<file path="src/rtl/fcf_pkg.sv">
package fcf_pkg;
    localparam int FP_W   = 32;
    localparam int EXP_W  = 8;
    localparam int FRAC_W = 23;
    localparam int FLAG_W = 8;

    localparam int B_DBZ = 0;
    localparam int B_INX = 1;
    localparam int B_UNF = 2;
    localparam int B_OVF = 3;
    localparam int B_INV = 4;
    localparam int B_IFZ = 5;
    localparam int B_OFZ = 6;

    typedef struct packed {
        logic is_den;
        logic is_nan;
    } opclass_t;
endpackage

</file>
<file path="src/rtl/fcf_classify.sv">
module fcf_classify
    import fcf_pkg::*;
#(
    parameter int W  = FP_W,
    parameter int EW = EXP_W,
    parameter int FW = FRAC_W
) (
    input  logic [W-1:0] val,
    output opclass_t     cls
);
    localparam logic [EW-1:0] EXP_MAX = {EW{1'b1}};

    logic [EW-1:0] exp_f;
    logic [FW-1:0] frac_f;

    always_comb begin
        exp_f      = val[FW +: EW];
        frac_f     = val[FW-1:0];
        cls.is_den = (exp_f == '0) && (frac_f != '0);
        cls.is_nan = (exp_f == EXP_MAX) && (frac_f != '0);
    end
endmodule

</file>
<file path="src/rtl/fcmp_flags_unit.sv">
module fcmp_flags_unit
    import fcf_pkg::*;
(
    input  logic              clk,
    input  logic              rst_n,
    input  logic              op_valid,
    input  logic              op_lt,
    input  logic [FP_W-1:0]   src_a,
    input  logic [FP_W-1:0]   src_b,
    input  logic [FP_W-1:0]   guard,
    output logic [FP_W-1:0]   res_flags,
    output logic              res_we
);
    typedef struct packed {
        logic [FLAG_W-1:0] flags;
        logic              we;
    } state_t;

    logic [FP_W-1:0] lhs, rhs;
    opclass_t        cls_l, cls_r;
    state_t          st_d, st_q;

    // less-than is greater-than with exchanged operands
    always_comb begin
        lhs = op_lt ? src_b : src_a;
        rhs = op_lt ? src_a : src_b;
    end

    fcf_classify i_cls_l (.val(lhs), .cls(cls_l));
    fcf_classify i_cls_r (.val(rhs), .cls(cls_r));

    always_comb begin
        st_d    = st_q;
        st_d.we = 1'b0;
        if (op_valid && guard[0]) begin
            st_d.we    = 1'b1;
            st_d.flags = '0;
            st_d.flags[B_IFZ] = cls_l.is_den | cls_r.is_den;
            st_d.flags[B_INV] = cls_l.is_nan | cls_r.is_nan;
        end
    end

    always_ff @(posedge clk or negedge rst_n) begin
        if (!rst_n) st_q <= '0;
        else        st_q <= st_d;
    end

    assign res_flags = {{(FP_W-FLAG_W){1'b0}}, st_q.flags};
    assign res_we    = st_q.we;

    p_zero_bits_r2: assert property (@(posedge clk) disable iff (!rst_n)
        (res_flags[31:7] == '0) && (res_flags[3:0] == '0) && !res_flags[6]);
    p_we_latency_r1: assert property (@(posedge clk) disable iff (!rst_n)
        (op_valid && guard[0]) |=> res_we);
    p_no_we_r7: assert property (@(posedge clk) disable iff (!rst_n)
        !(op_valid && guard[0]) |=> !res_we);
    p_hold_r7: assert property (@(posedge clk) disable iff (!rst_n)
        !(op_valid && guard[0]) |=> $stable(res_flags));
endmodule

</file>
<file path="config.mk">
export PLATFORM = sky130hd
export DESIGN_NAME = fcmp_flags_unit
export DESIGN_NICKNAME = d
export VERILOG_FILES = /design/src/rtl/fcf_pkg.sv /design/src/rtl/fcf_classify.sv /design/src/rtl/fcmp_flags_unit.sv
export SDC_FILE = /design/constraint.sdc
export NUM_CORES = 1
export LEC_CHECK = 0
export CORE_MARGIN = 2
export CORE_UTILIZATION = 16
export CTS_CLUSTER_SIZE = 12
export DETAILED_ROUTE_END_ITERATION = 7
export PLACE_DENSITY_LB_ADDON = 0.25
export SLEW_MARGIN = 20
export SYNTH_ARGS = -nofsm -noshare
export SYNTH_HDL_FRONTEND = slang
export SYNTH_SLANG_ARGS = --single-unit
</file>
<file path="constraint.sdc">
create_clock -name clk -period 0.8 [get_ports clk]
set_input_delay 0.16 -clock clk [delete_from_list [all_inputs] [get_ports clk]]
set_output_delay 0.16 -clock clk [all_outputs]
set_load 0.01 [all_outputs]
</file>
Word level (Yosys, flattened, before mapping) --
Cells that the tools add are included.
Word-level totals: register bits 3
Cells by class: equal/unequal tests 2, muxes and demuxes 3, bitwise logic cells 2, reduce and logical (&&, ||, !) cells 9
Operators by type and width (number):
- $mux W31 | 2
- $reduce_bool A23 Y1 | 2
- $eq A8 B8 Y1 const B | 2
- $logic_not A8 Y1 | 2
- $logic_and A1 B1 Y1 | 5
- $or A1 B1 Y1 | 2
- $mux W1 | 1

Logic depth before layout (Yosys ltp) --
word-level depth 4, gate-level depth with buffers 4, gate-level depth less buffers 4

By module --
A second synthesis with hierarchy kept.
Unflattened totals: cells, all modules 142, area total of the unflattened synthesis 1607.8 µm²
By module, submodules not included:
- fcmp_flags_unit | instances 1, cells an instance 112, area each 1415.1 µm², sequential area each 75.1 µm²
- fcf_classify | instances 2, cells an instance 15, area each 96.3 µm², sequential area each 0.0 µm²

Worst setup path after synthesis --
Ideal clock, no wire load.
path kind input port to flip-flop, start input port src_a[11], end register st_q, in the netlist res_flags[5], library setup time 0.132 ns, data arrival time 0.788 ns, data required time 0.668 ns, path slack -0.119 ns, cell stages on the path 4, path through nor4_2 -> nand4_1 -> o211ai_1 -> a31oi_1
On the way: word-level cells in the longest chain between the ends 4, elaborated cells between the ends (all ways) 7
RTL lines:
- start: declaration | RTL line fcmp_flags_unit.sv:8 | input logic [FP_W-1:0] src_a,
- $mux W31 (on tied branches) | RTL line fcmp_flags_unit.sv:25, fcmp_flags_unit.sv:26
- $reduce_bool A23 Y1 | RTL line fcf_classify.sv:19 | cls.is_den = (exp_f == '0) && (frac_f != '0);
- $logic_and A1 B1 Y1 | RTL line fcf_classify.sv:19
- $or A1 B1 Y1 * | RTL line fcmp_flags_unit.sv:38 | st_d.flags[B_IFZ] = cls_l.is_den | cls_r.is_den;
- end signal: assignment | RTL line fcmp_flags_unit.sv:45 | else st_q <= st_d;
- end: declaration | RTL line fcmp_flags_unit.sv:21 | state_t st_d, st_q;
Every way passes the cells marked *; elsewhere a longest branch is shown, timed or not. A chain may end at the register's enable or synchronous reset.

Final worst setup path --
start register st_q, in the netlist res_flags[4], end output port res_flags[4]
RTL lines:
- end: declaration | RTL line fcmp_flags_unit.sv:11 | output logic [FP_W-1:0] res_flags,
No word-level cell between the ends.

==> summary.md <==
| Metric | Value |
|---|---|
| Status | `finished, violations left` |
| Failing checks | `negative setup slack` |
| Crit path capture type | `output port` |
| R2R depth | `3` |
| Sequential-to-total area share from yosys stat | `0.139` |
| Worst reg2reg path endpoint | `res_flags[4]$_DFFE_PN0P_` |
| Share of layout cells above drive strength 1 | `0.352` |
| Post-synthesis instance total | `70` |
| First-pass DRT Iterations | `2` |
| GPL Wtd Cong | `0.661` |
| CTS max path bufs | `2` |
| IO buf count | `68` |
| FP Rows | `21` |
| Fmax | `1110 MHz` |
| Largest net degree at the start of global routing | `6` |
| Antenna violations before repair | `0` |
| CTS tree | `done` |
| Final Max Tran Viols | `0` |
| Max_cap viols | `0` |
| Synth warn | `0` |
| Largest cells by area after synthesis | `buf_4 (42%), dfrtp_1 (14%), nor4_2 (12%)` |
| Setup ws final | `-103 ps` |
| Core box area | `3280 um2` |
| Internal power | `0.598 mW` |
| FF+latch count, synth | `3` |
| Via-to-Cell Ratio | `3.77` |
| Die Ht | `62.1 um` |
| Setup CP Type | `register to output port` |
| Netlist cell types | `14` |
| Wire length per cell | `10.0 um` |
| Die ar. | `3860 um2` |
| Data arrival, critical path | `740 ps` |
| Area grow syn2layout | `119%` |
| Flop2flop setup slack | `40 ps` |
| Leakage power | `0.526 nW` |
| Flop pwr share | `0.196` |
| Commonest cells post-synth | `buf_4 (30), nor4_1 (9), nand4_1 (6)` |
| Clk pwr share | `0.304` |
| H-tree depth | `1` |
| Critical path cell sequence | `buf_2` |
| Comb power frac | `0.500` |
| Peak supply drop | `0.000246 V` |
| Total Routing Usage GR | `0.0948` |
| Final Cycle Share | `1.13` |
| Worst Path Max Fanout | `2` |
| Count leader, synth | `buf_4` |
| I/O pin count | `133` |
| Asr flop ratio synth | `1.00` |
| Sw Pwr | `0.281 mW` |
| Final hold vios | `0` |
| Clock Latency Late Sink | `230 ps` |
| Routed length on met2 | `1090 um` |
| Top-area cell type share of the netlist area | `0.417` |
| DRC | `0` |
| TNS Setup | `-389 ps` |
| CP Launch Type | `register` |
| Clk root buf | `clkbuf_4` |
| Nets@finish | `243` |
| Max stage delay on crit path | `370 ps` |
| Critical Path RT | `640 ps` |
| ANT cells | `0` |
| CTS buffer count | `3` |
| Via count | `708` |
| GRT overflow | `0` |
| Dpl hpwl | `1700 um` |
| Reg2reg start | `res_flags[4]$_DFFE_PN0P_` |
| Critical-path top delay cell | `dfrtp_1` |
| Skew final | `0 ps` |
| Pwr Density | `744 nW/um2` |
| Final setup fails | `5` |
| Met3 WL post-DR | `206 um` |
| Mapped Area | `541 um2` |
| Hold buffer count at CTS | `0` |
| Top_reg_cell synth | `dfrtp_1` |
| Clock transition at path regs | `40 ps` |
| Uppermost routed layer | `met4` |
| RSZ-0062 raised after global routing | `true` |
| Crit path from | `res_flags[4]$_DFFE_PN0P_` |
| Critical path's top delay family | `flip-flops` |
| Die Span X | `62.1 um` |
| Sw frac | `0.320` |
| Vias in the first global route | `665` |
| WL met1 | `586 um` |
| Core Util, Final | `0.360` |
| Detailed Route WL | `1890 um` |
| Post-layout minimum cycle time | `903 ps` |
| Routed Antenna Nets | `0` |
| Cell taking the most area after synthesis | `buf_4` |
| Post-synth EDFFs | `0` |
| WP buf/inv | `1` |
| First-pass GRT wire length | `2900 um` |
| DRT iter0 DRCs | `2` |
| Starting density of the core | `0.165` |
| Clock Sinks | `3` |
| Worst Hold Class | `primary input to async pin` |
| Syn_area_per_cell | `7.72 um2` |
cells in the final DEF, fill, tap and decap left out:
cell | Yosys | final
nor4_4 | 0 | 5
a31oi_1 | 2 | 2
nor4_2 | 5 | 6
nor3_2 | 0 | 2
nand2_1 | 2 | 2
o211ai_1 | 2 | 2
clkbuf_2 | 0 | 5
dlygate4sd2_1 | 0 | 21
nor4_1 | 9 | 3
clkbuf_4 | 0 | 3
clkbuf_1 | 1 | 1
nand4_1 | 6 | 6
buf_4 | 30 | 2
clkdlybuf4s15_1 | 0 | 13
buf_6 | 0 | 10
nor2_1 | 4 | 4
conb_1 | 1 | 30
clkdlybuf4s50_1 | 0 | 3
buf_2 | 0 | 15
dfrtp_1 | 3 | 3
clkdlybuf4s15_2 | 0 | 1
and2_4 | 0 | 1
o21ai_1 | 0 | 2
kinds of logic after synthesis:
logic type,after synthesis,share of synthesized area
and+or+nand+nor,29,0.361
other,1,0.00694
DFF,3,0.139
buffers and inverters,31,0.424
AOI/OAI and AO/OA,6,0.0694
sequential cells by signal, summed over array words and instances (netlist names):
name       flops
res_flags      2
res_we         1
worst max path at each step:
stage	cells after the start	to	slack, ps
after floorplan	4	res_flags[5]$_DFFE_PN0P_	-100
after detailed placement	5	res_flags[5]$_DFFE_PN0P_	-690
after CTS	1	res_flags[4]	-110
final	1	res_flags[4]	-100
after global placement	5	res_flags[5]$_DFFE_PN0P_	-710
after global routing	5	res_flags[5]$_DFFE_PN0P_	-190
area by class of cell:
class	instances	area (um2)
Timing Repair Buffer	70	583
Multi-Input combinational cell	65	439
Sequential cell	3	75.1
Tap cell	46	57.6
Clock buffer	4	26.3
Fill cell	363	2100
what timing repair did:
action | in CTS | in global routing
endpoints found under the setup margin | 5 | 5
buffers inserted | 1 | 1
pin swaps | 26 | 12
resized for setup | 165 | 14
per-stage QoR:
step,setup slack [ps],total power [mW],instance area (um2),cells,hold WS (ps)
2_1_floorplan,-101,0.395,682,99,-136
3_3_place_gp,-709,0.666,1190,182,352
3_5_place_dp,-693,0.675,1190,182,360
4_1_cts,-111,0.870,1150,187,109
5_1_grt,-193,0.954,1180,188,108
6_report,-103,0.879,1180,188,113
power by group through the flow:
stage	clock network, mW	registers [mW]	logic (mW)
floorplan	0	0.183	0.213
global placement	0	0.176	0.491
detailed placement	0	0.176	0.499
CTS	0.281	0.172	0.417
global route	0.300	0.174	0.479
finish	0.267	0.173	0.440
layer usage:
layer / vias up / track usage
met3: 2 / 0.0344
met2: 45 / 0.177
li1: 345 / -
met1: 316 / 0.0971
met5: - / 0
met4: 0 / 0.0333
(Power assumes the default switching activity.)
